--- config.mk ---
export PLATFORM = sky130hd
export DESIGN_NAME = drive_cmd_status
export DESIGN_NICKNAME = d
export VERILOG_FILES = /design/src/rtl/drv_pkg.sv /design/src/rtl/drv_in_stage.sv /design/src/rtl/drv_mech.sv /design/src/rtl/drv_status.sv /design/src/rtl/drive_cmd_status.sv
export SDC_FILE = /design/constraint.sdc
export NUM_CORES = 1
export LEC_CHECK = 0
export ABC_AREA = 1
export BUFFER_PORTS_ARGS = -buffer_cell sky130_fd_sc_hd__buf_2
export CAP_MARGIN = 5
export CELL_PAD_IN_SITES_DETAIL_PLACEMENT = 1
export CELL_PAD_IN_SITES_GLOBAL_PLACEMENT = 1
export CORE_AREA = 2 2 101 103
export DETAILED_ROUTE_END_ITERATION = 8
export DIE_AREA = 0 0 103 105
export PLACE_DENSITY_LB_ADDON = 0.1
export SYNTH_ARGS = -nofsm -noshare
export SYNTH_HDL_FRONTEND = slang
export SYNTH_SLANG_ARGS = --single-unit
--- constraint.sdc ---
create_clock -name clk -period 3.4 [get_ports clk]
set_clock_uncertainty 0.15 [all_clocks]
set_input_delay 0.34 -clock clk [delete_from_list [all_inputs] [get_ports clk]]
set_output_delay 0.34 -clock clk [all_outputs]
set_load 0.01 [all_outputs]
--- src/rtl/drv_pkg.sv ---
package drv_pkg;
  typedef logic [3:0] fcode_t;

  // status selections
  localparam fcode_t FC_DIR       = 4'h0;
  localparam fcode_t FC_LOWER     = 4'h1;
  localparam fcode_t FC_PRESENT   = 4'h2;
  localparam fcode_t FC_UPPER     = 4'h3;
  localparam fcode_t FC_STEPPING  = 4'h4;
  localparam fcode_t FC_WPROT     = 4'h6;
  localparam fcode_t FC_MOTOR     = 4'h8;
  localparam fcode_t FC_SIDES     = 4'h9;
  localparam fcode_t FC_TRK0      = 4'hA;
  localparam fcode_t FC_READY     = 4'hB;
  localparam fcode_t FC_SWITCHED  = 4'hC;
  localparam fcode_t FC_TACH      = 4'hE;
  localparam fcode_t FC_INSTALLED = 4'hF;

  // strobed commands
  localparam fcode_t CM_DIR_IN    = 4'h0;
  localparam fcode_t CM_DIR_OUT   = 4'h1;
  localparam fcode_t CM_CLR_SW    = 4'h3;
  localparam fcode_t CM_STEP      = 4'h4;
  localparam fcode_t CM_MOTOR_ON  = 4'h8;
  localparam fcode_t CM_MOTOR_OFF = 4'h9;
  localparam fcode_t CM_EJECT     = 4'hD;

  // code bit order: {p1, p0, side, p2}
  function automatic fcode_t pack_code(input logic p0, input logic p1,
                                       input logic p2, input logic side);
    return {p1, p0, side, p2};
  endfunction
endpackage

--- src/rtl/drv_in_stage.sv ---
module drv_in_stage #(
  parameter int STAGES = 2,
  parameter int W      = 9
) (
  input  logic         clk,
  input  logic         rst,
  input  logic [W-1:0] raw,
  output logic [W-1:0] synced
);
  logic [W-1:0] chain [STAGES];

  for (genvar i = 0; i < STAGES; i++) begin : g_stage
    if (i == 0) begin : g_first
      always_ff @(posedge clk) begin
        if (rst) chain[i] <= '0;
        else     chain[i] <= raw;
      end
    end else begin : g_next
      always_ff @(posedge clk) begin
        if (rst) chain[i] <= '0;
        else     chain[i] <= chain[i-1];
      end
    end
  end

  assign synced = chain[STAGES-1];
endmodule

--- src/rtl/drv_mech.sv ---
module drv_mech
  import drv_pkg::*;
#(
  parameter int MAX_TRACK    = 79,
  parameter int STEP_CYCLES  = 1200000,
  parameter int EJECT_CYCLES = 50000000
) (
  input  logic                         clk,
  input  logic                         rst,
  input  fcode_t                       code,
  input  logic                         en,
  input  logic                         strobe,
  input  logic                         disk,
  output logic                         dir_out,
  output logic [$clog2(MAX_TRACK+1)-1:0] track,
  output logic                         motor,
  output logic                         sw_n,
  output logic                         step_busy,
  output logic                         ej_busy
);
  localparam int TW  = $clog2(MAX_TRACK + 1);
  localparam int SCW = $clog2(STEP_CYCLES + 1);
  localparam int ECW = $clog2(EJECT_CYCLES + 1);
  localparam logic [TW-1:0]  TMAX    = TW'(MAX_TRACK);
  localparam logic [SCW-1:0] STEP_LD = SCW'(STEP_CYCLES);
  localparam logic [ECW-1:0] EJ_LD   = ECW'(EJECT_CYCLES);

  logic           strb_prev, disk_prev;
  logic [SCW-1:0] step_cnt;
  logic [ECW-1:0] ej_cnt;
  logic           fire, accept;

  assign fire      = en & strobe & ~strb_prev;
  assign step_busy = (step_cnt != '0);
  assign ej_busy   = (ej_cnt != '0);
  assign accept    = fire & ~ej_busy;

  always_ff @(posedge clk) begin
    if (rst) begin
      strb_prev <= 1'b0;
      disk_prev <= 1'b0;
      dir_out   <= 1'b0;
      track     <= '0;
      motor     <= 1'b0;
      sw_n      <= 1'b1;
      step_cnt  <= '0;
      ej_cnt    <= '0;
    end else begin
      strb_prev <= strobe;
      disk_prev <= disk;
      if (step_busy) step_cnt <= step_cnt - SCW'(1);
      if (ej_busy)   ej_cnt   <= ej_cnt - ECW'(1);
      if (accept) begin
        case (code)
          CM_DIR_IN:    dir_out <= 1'b0;
          CM_DIR_OUT:   dir_out <= 1'b1;
          CM_CLR_SW:    sw_n    <= 1'b1;
          CM_MOTOR_ON:  motor   <= 1'b1;
          CM_MOTOR_OFF: motor   <= 1'b0;
          CM_STEP: begin
            if (!step_busy) begin
              step_cnt <= STEP_LD;
              if (dir_out) begin
                if (track != '0) track <= track - TW'(1);
              end else begin
                if (track != TMAX) track <= track + TW'(1);
              end
            end
          end
          CM_EJECT: begin
            ej_cnt <= EJ_LD;
            motor  <= 1'b0;
          end
          default: ;
        endcase
      end
      // removal wins over a clear in the same cycle
      if (disk_prev & ~disk) sw_n <= 1'b0;
    end
  end

  // track stays within its range
  a_r5_track_in_range: assert property (@(posedge clk) disable iff (rst)
    track <= TMAX);

  // track moves at most one position per cycle
  a_r5_single_move: assert property (@(posedge clk) disable iff (rst)
    (track != $past(track)) |->
      (track == $past(track) + TW'(1)) || (track + TW'(1) == $past(track)));

  // nothing is changed while an eject runs
  a_r7_frozen_in_eject: assert property (@(posedge clk) disable iff (rst)
    ej_busy |=> $stable(dir_out) && $stable(track));

  // motor stays off during an eject
  a_r7_motor_off_in_eject: assert property (@(posedge clk) disable iff (rst)
    ej_busy |-> !motor);

  // a running step only counts down, never retriggers
  a_r6_no_retrigger: assert property (@(posedge clk) disable iff (rst)
    step_busy |=> step_cnt == $past(step_cnt) - SCW'(1));
endmodule

--- src/rtl/drv_status.sv ---
module drv_status
  import drv_pkg::*;
#(
  parameter bit DOUBLE_SIDED = 1'b1
) (
  input  logic   clk,
  input  logic   rst,
  input  fcode_t code,
  input  logic   en,
  input  logic   dir_out,
  input  logic   disk,
  input  logic   wprot,
  input  logic   step_busy,
  input  logic   motor,
  input  logic   at_zero,
  input  logic   sw_n,
  input  logic   tach,
  output logic   sense,
  output logic   head_upper
);
  logic bit_val;

  always_comb begin
    case (code)
      FC_DIR:       bit_val = dir_out;
      FC_PRESENT:   bit_val = ~disk;
      FC_STEPPING:  bit_val = ~step_busy;
      FC_WPROT:     bit_val = ~wprot;
      FC_MOTOR:     bit_val = ~motor;
      FC_SIDES:     bit_val = DOUBLE_SIDED;
      FC_TRK0:      bit_val = ~(at_zero & ~step_busy);
      FC_READY:     bit_val = ~(motor & ~step_busy & disk);
      FC_SWITCHED:  bit_val = sw_n;
      FC_TACH:      bit_val = tach;
      FC_INSTALLED: bit_val = 1'b0;
      default:      bit_val = 1'b1;
    endcase
  end

  always_ff @(posedge clk) begin
    if (rst) begin
      sense      <= 1'b1;
      head_upper <= 1'b0;
    end else begin
      sense <= en ? bit_val : 1'b1;
      if (en && code == FC_LOWER) head_upper <= 1'b0;
      if (en && code == FC_UPPER) head_upper <= 1'b1;
    end
  end

  // disabled drive reports 1
  a_r9_idle_sense_high: assert property (@(posedge clk) disable iff (rst)
    !en |=> sense);

  // head changes only on an enabled head selection
  a_r3_head_on_select: assert property (@(posedge clk) disable iff (rst)
    (head_upper != $past(head_upper)) |->
      $past(en) && ($past(code) == FC_LOWER || $past(code) == FC_UPPER));

  // never ready with the motor off
  a_r10_not_ready_motor_off: assert property (@(posedge clk) disable iff (rst)
    (en && code == FC_READY && !motor) |=> sense);
endmodule

--- src/rtl/drive_cmd_status.sv ---
module drive_cmd_status
  import drv_pkg::*;
#(
  parameter int MAX_TRACK    = 79,
  parameter int STEP_CYCLES  = 1200000,
  parameter int EJECT_CYCLES = 50000000,
  parameter int SYNC_STAGES  = 2,
  parameter bit DOUBLE_SIDED = 1'b1
) (
  input  logic                           clk,
  input  logic                           rst,
  input  logic                           phase0,
  input  logic                           phase1,
  input  logic                           phase2,
  input  logic                           side_sel,
  input  logic                           cmd_strobe,
  input  logic                           drv_en,
  input  logic                           disk_in,
  input  logic                           wr_protect,
  input  logic                           tach_in,
  output logic                           sense,
  output logic                           head_upper,
  output logic                           motor_run,
  output logic                           eject_run,
  output logic [$clog2(MAX_TRACK+1)-1:0] track_pos
);
  localparam int NW = 9;

  logic [NW-1:0] raw_v, syn_v;
  fcode_t        code_s;
  logic          dir_out, sw_n, step_busy;

  // code bits assembled from the select lines
  assign raw_v = {tach_in, wr_protect, disk_in, drv_en, cmd_strobe,
                  pack_code(phase0, phase1, phase2, side_sel)};
  assign code_s = syn_v[3:0];

  drv_in_stage #(.STAGES(SYNC_STAGES), .W(NW)) u_sync (
    .clk(clk), .rst(rst), .raw(raw_v), .synced(syn_v)
  );

  drv_mech #(
    .MAX_TRACK(MAX_TRACK), .STEP_CYCLES(STEP_CYCLES), .EJECT_CYCLES(EJECT_CYCLES)
  ) u_mech (
    .clk(clk), .rst(rst), .code(code_s), .en(syn_v[5]), .strobe(syn_v[4]),
    .disk(syn_v[6]), .dir_out(dir_out), .track(track_pos), .motor(motor_run),
    .sw_n(sw_n), .step_busy(step_busy), .ej_busy(eject_run)
  );

  drv_status #(.DOUBLE_SIDED(DOUBLE_SIDED)) u_stat (
    .clk(clk), .rst(rst), .code(code_s), .en(syn_v[5]), .dir_out(dir_out),
    .disk(syn_v[6]), .wprot(syn_v[7]), .step_busy(step_busy), .motor(motor_run),
    .at_zero(track_pos == '0), .sw_n(sw_n), .tach(syn_v[8]),
    .sense(sense), .head_upper(head_upper)
  );
endmodule

==> results of run 1 <==
## cell usage after synthesis (all sizes together)
| cell | n |
|---|---|
| nor2 | 163 |
| nand2 | 136 |
| inv | 86 |
| dfxtp | 79 |
| nand3 | 53 |
| a21oi | 31 |
| nor3 | 22 |
| o21ai | 15 |
| nand4 | 12 |
| xnor2 | 12 |
| xor2 | 12 |
| ha | 9 |
| clkbuf | 6 |
| buf | 5 |
| nand3b | 4 |
| a211oi | 3 |
| a21boi | 2 |
| o21bai | 2 |
| or2 | 2 |
| a21o | 1 |
| fa | 1 |
| nor4 | 1 |
## layer usage
metal / part of all wire [%] / wire length [µm] / track usage, %
met5: 0 / 0 / 0
met4: 1.8 / 211 / 6.58
met3: 2.0 / 240 / 4.75
met2: 48 / 5730 / 37.8
met1: 49 / 5820 / 31.7
## worst max-delay path by stage
stage / end / slack (ns) / depth (start not counted)
detailed placement: u_mech.step_cnt[0]$_SDFF_PP0_ / 1.34 / 8
CTS: eject_run / 1.26 / 6
finish: eject_run / 1.27 / 6
global route: u_mech.step_cnt[0]$_SDFF_PP0_ / 1.13 / 8
floorplan: u_mech.step_cnt[0]$_SDFF_PP0_ / 1.52 / 9
global placement: u_mech.track[0]$_SDFFE_PP0P_ / 1.43 / 11
## where the power goes
group | leakage [nW] | switching (mW) | internal (mW)
combinational | 1.65 | 1.76 | 0.917
sequential | 0.647 | 0.242 | 1.14
clock | 0.106 | 0.395 | 0.350
## tightest hold or removal path, cell delays in order
cell and delay, ns:
buf_2 0.08, inv_1 0.03, nor2_1 0.06
## final cells by class
class	count	area [µm²]
Fill cell	1316	4680
Multi-Input combinational cell	481	2570
Sequential cell	79	1580
Inverter	86	323
Tap cell	133	166
Clock buffer	9	124
Timing Repair Buffer	22	113
Clock inverter	7	77.6
## logic make-up (layout without fill, tap and decap cells)
logic type,count (synthesis),after routing,synth area share [%]
simple gates,393,393,42.7
buf+inv,97,124,8.47
flops,79,79,34.9
compound gates,54,54,6.40
xor+xnor,24,24,4.63
fa+ha+maj,10,10,2.92
## registers in the layout, indices dropped and copies added (netlist names)
| name | count |
|---|---|
| u_mech.track | 7 |
| u_mech.ej_cnt | 26 |
| u_mech.dir_out | 1 |
| u_stat.sense | 1 |
| u_stat.head_upper | 1 |
| u_mech.motor | 1 |
| u_mech.sw_n | 1 |
| u_mech.disk_prev | 1 |
| u_mech.strb_prev | 1 |
| u_sync.chain | 18 |
| u_mech.step_cnt | 21 |
## per-stage QoR
stage          hold slack (ns)  instances  total power [mW]  utilization (%)  cell area (µm²)
2_1_floorplan            0.238        657              3.53                -             4540
3_3_place_gp             0.241        801              4.00             49.3             4750
3_5_place_dp             0.249        801              4.08             49.3             4750
4_1_cts                0.00978        817              4.84             51.4             4960
5_1_grt                0.00941        817              5.28             51.4             4960
6_report                0.0208        817              4.81             51.4             4960
## cell usage in the layout (no fill, tap or decap), types with 2 or more instances in the layout
master,instances
xnor2_1,12
dfxtp_1,79
nor2_4,15
nand4_1,11
nand2_2,10
nand3_1,48
a21oi_1,31
nor2_8,3
clkbuf_8,9
nor3_2,2
nor3_1,19
nand3_2,2
o21bai_1,2
nand3_4,3
o21ai_1,3
nand3b_1,4
nand2_4,3
nand2_1,123
o21ai_0,12
inv_6,3
inv_1,81
a211oi_1,3
nor2_2,13
xor2_1,12
ha_1,9
inv_2,5
nor2_1,132
buf_2,21
clkinv_2,2
==> summary.txt, run 1 <==
Outcome
  – Outcome: finished clean

Clock tree
  – Postcts setup bufs: 0
  – H-tree levels: 3
  – Clock Tree Buf Depth: 2
  – CTS Sinks: 79
  – Post-CTS sizing: 0
  – Clk root buf: clkbuf_8
  – Worst-path clk slew: 0.09 ns
  – Hold-fix buffers, CTS: 0
  – CTS tree: yes
  – Num CTS Buffers: 9
  – Clock Latency Late Sink: 0.37 ns

Placed design
  – Pre-CTS setup slack: 1.34 ns
  – Port Buf Inserts: 21
  – GP Congestion: 0.917
  – Detailed placement HPWL: 9170 µm

Power
  – Power per Cell Area: 971 nW/µm²
  – Pleak: 2.40 nW
  – Maximum VDD drop: 0.000425 V

Synth
  – Largest area contributor in the netlist: dfxtp_1
  – Synth unique cells: 39
  – Syn_nets: 678
  – Synth Cell Area: 4540 µm²
  – Top cells by area, synth: dfxtp_1, nor2_1, nand2_1
  – Yosys reg bits: 79
  – Mapped Cells: 657
  – Synth top area share: 34.9%
  – Seq/Total Area, Yosys: 34.9%
  – Yosys warnings: 0
  – Mean Syn Cell Area: 6.91 µm²

Setup path
  – CP Launch Type: flop
  – CP peak stage delay: 0.32 ns
  – Worst Setup SP: u_mech.ej_cnt[0]$_SDFF_PP0_
  – Critical-path cell list: inv_1 -> ha_1 -> nand3_1 -> nor2_4 -> nand3_4 -> buf_2
  – CP max FO: 7
  – Delay-heaviest family, CP: simple AND/OR/NAND/NOR gates
  – Setup CP Type: flop to output pin
  – Critical Path Slowest Stage Cell: dfxtp_1
  – Setup slack, reg-to-reg: 1.31 ns
  – R2r startpoint: u_mech.dir_out$_SDFFE_PP0P_
  – Critical Path End Type: output pin
  – Data required time at the worst endpoint: 2.91 ns
  – Buf+Inv Stages, Crit Path: 2
  – R2r worst-path depth: 11
  – CP arrival: 1.64 ns
  – Reg2reg end: u_mech.track[6]$_SDFFE_PP0P_

Floorplanning
  – Row count: 36
  – Die Ht: 105 µm
  – Initial core utilization: 47.1%
  – Ports: 22
  – Die width: 103 µm
  – Core ar.: 9640 µm²
  – Die area: 10800 µm²

STA
  – TNS Setup: 0 ns
  – Final setup fails: 0
  – Setup ws final: 1.27 ns
  – Tcrit/Tclk final: 62.5%
  – RSZ-0062 raised after global routing: false
  – Final Hold Fails: 0
  – FMAX: 470 MHz
  – Worst-Margin Slew: 0.606 ns
  – Min Tclk post-route: 2.13 ns
  – Slew HR: 59.6%
  – Final Max Tran Viols: 0

Min path
  – Hold endpoint: u_sync.chain[0][5]$_SDFF_PP0_
  – Hold Startpoint: drv_en
  – Hold path depth: 3
  – Min-delay worst type: primary input to flop

Route
  – DRT iter0 DRCs: 110
  – Wire length per cell: 14.7 µm
  – Routed vias/inst: 5.05
  – Vias: 4126
  – Routed wire length: 12000 µm
  – DRC viols: 0
  – DRT antenna net count: 0
  – DRT Pass-1 Iters: 4

GRT
  – Vias in the first global route: 4243
  – Initial antenna violation count: 0
  – First-pass GRT wire length: 20200 µm
  – Total grt overflow: 0
  – Total track usage: 23.5%
  – Largest net degree at the start of global routing: 40

Cells and area
  – Post-layout nets: 700
  – P&R area growth vs syn: 9.24%
  – Ant. Diodes: 0
  – Share of cells above drive strength 1: 14.2%

Run
  – Maxcap violations: 0
Power figures use the tool's default switching activity.
==> run 2: changes to the inputs <==
CORE_AREA = 2 2 110 112   (was 2 2 101 103)
DIE_AREA = 0 0 112 114   (was 0 0 103 105)
clock period = 1.86 ns   (was 3.4 ns; I/O delays follow)
==> run 2 against run 1 <==
The flow now finishes with violations (negative setup slack). Critical path type unchanged. Sequential cell count did not move. Total power rose by 120%. Critical endpoint unchanged. Non-clock buffer count rose by 58. Core utilization fell by 2.4 points.
==> summary.txt, run 2 (synthesized netlist as in run 1, its figures left out) <==
Outcome
  – Outcome: complete, but fails checks
  – Failing checks: negative setup slack

Cells and area
  – Largest regs: u_mech.ej_cnt: 26 flops, u_mech.step_cnt: 21 flops, u_sync.chain: 18 flops
  – Top reg by flops: u_mech.ej_cnt
  – P&R area growth vs syn: 26.6%
  – Ant. Diodes: 0
  – Commonest non-fill, non-tap cells in the layout: nor2_1, nand2_1, inv_1
  – Max reg flops: 26
  – Fin cells: 889
  – Final core occ: 49.1%
  – Post-layout nets: 758
  – Fillers: 1509
  – Final Instance Area: 5750 µm²
  – Share of cells above drive strength 1: 24.7%
  – Commonest non-fill, non-tap cell in the layout: nor2_1

STA
  – Final Max Tran Viols: 0
  – Worst-Margin Slew: 0.636 ns
  – Slew HR: 57.6%
  – Setup ws final: -0.00770 ns
  – Tcrit/Tclk final: 100%
  – Final Hold Fails: 0
  – RSZ-0062 raised after global routing: true
  – FMAX: 535 MHz
  – Hold_ws: 0.172 ns
  – Final setup fails: 1
  – Min Tclk post-route: 1.87 ns

Floorplanning
  – Core ar.: 11700 µm²
  – Ports: 22
  – Initial core utilization: 38.7%
  – Die Ht: 114 µm
  – Die width: 112 µm
  – Die area: 12800 µm²
  – Row count: 40

Setup path
  – Critical-path cell list: inv_2 -> ha_4 -> nand3_4 -> nor2_4 -> nand3_4 -> buf_6 -> buf_6
  – Critical Path Slowest Stage Cell: dfxtp_2
  – CP arrival: 1.53 ns
  – CP Launch Type: flop
  – Critical Path End Type: output pin
  – Setup slack, reg-to-reg: 0.01 ns
  – Buf+Inv Stages, Crit Path: 3
  – Delay-heaviest family, CP: buffers and inverters
  – CP max FO: 3
  – CP peak stage delay: 0.33 ns
  – Data required time at the worst endpoint: 1.52 ns
  – Setup CP Type: flop to output pin

Clock tree
  – Num CTS Buffers: 9
  – Clock Tree Buf Depth: 2
  – CTS Sinks: 79
  – H-tree levels: 3
  – Clk root buf: clkbuf_16
  – CTS tree: yes
  – Clock Latency Late Sink: 0.35 ns
  – Worst-path clk slew: 0.07 ns

Route
  – Wire length per cell: 15.5 µm
  – Routed wire length: 13800 µm
  – DRC viols: 0
  – DRT iter0 DRCs: 179
  – Vias: 4404
  – Routed vias/inst: 4.95
  – DRT Pass-1 Iters: 4
  – DRT antenna net count: 0

Power
  – P_sw: 5.09 mW
  – Power per Cell Area: 1840 nW/µm²
  – Sw Ratio: 48.2%
  – Pleak: 2.75 nW
  – Combinational share of power: 59.1%
  – Maximum VDD drop: 0.000941 V
  – Internal power: 5.48 mW
  – Pwr Total: 10.6 mW
  – Sequential fraction of design power: 24.3%
  – Clock share of power: 16.6%

GRT
  – Total track usage: 22.0%
  – Initial antenna violation count: 0
  – Largest net degree at the start of global routing: 39
  – Vias in the first global route: 4524
  – Total grt overflow: 0
  – First-pass GRT wire length: 22300 µm

Placed design
  – Port Buf Inserts: 21
  – Dpl cells: 848
  – Detailed placement HPWL: 9880 µm
  – Post-DP Area: 5020 µm²
  – GP Congestion: 0.884

Run
  – Maxcap violations: 0

Min path
  – Min-delay worst type: primary input to flop
run 2: cell count changes in the layout (fill, tap and decap cells not counted), sizes merged:
cell,previous run,this run
inv,90,92
bufinv,1,0
dlygate4sd3,0,9
buf,22,71
clkinv,2,1
run 2: per-stage QoR:
step / worst slack [ns] / TNS (ns)
after floorplan: 0.0282 / 0
after global placement: 0.0156 / 0
final: -0.00770 / -0.00770
after detailed placement: -0.0173 / -0.0214
after global routing: -0.117 / -1.05
after CTS: -0.0394 / -0.0394
run 2: timing repair:
action / CTS / global route
setup buffers: 5 / 11
hold buffers: 9 / 0
endpoints found under the hold margin: 9 / 0
setup endpoints to repair: 6 / 39
pin swaps: 3 / 14
resized for setup: 16 / 42
run 2: power groups by stage:
stage	clock [mW]	sequential (mW)	combinational, mW
finish	1.76	2.57	6.25
global route	1.86	2.64	6.92
global placement	0	2.53	5.15
CTS	1.81	2.53	5.61
detailed placement	0	2.54	5.28
floorplan	0	2.46	3.99
run 2: worst paths after layout:
kind,startpoint,to,cells after the start
max,u_mech.ej_cnt[1]$_SDFF_PP0_,eject_run,7
min,rst,u_stat.sense$_SDFF_PP1_,7
max reg2reg,u_mech.ej_cnt[1]$_SDFF_PP0_,u_mech.track[0]$_SDFFE_PP0P_,11
min reg2reg,u_sync.chain[0][8]$_SDFF_PP0_,u_sync.chain[1][8]$_SDFF_PP0_,2
run 2: tightest hold or removal path: stages:
cell	delay (ns)
buf_2	0.11
nor2_1	0.05
nand3_1	0.08
nor2_1	0.05
nand4_1	0.06
a21oi_1	0.04
nand3_1	0.06
run 2: layout make-up:
class / count / area [µm²] / area share (%)
clock inverter: 7 / 60.1 / 1.05
inverter: 86 / 328 / 5.71
sequential: 79 / 1590 / 27.7
clock buffer: 9 / 225 / 3.92
multi-input combinational: 481 / 2770 / 48.2
timing repair buffer: 80 / 588 / 10.2
tap: 147 / 184 / 3.20
run 2: routing by layer:
metal | track usage [%] | wire length (µm)
met5 | 0 | 0
met4 | 7.80 | 259
met3 | 3.72 | 318
met2 | 39.2 | 6980
met1 | 27.0 | 6250
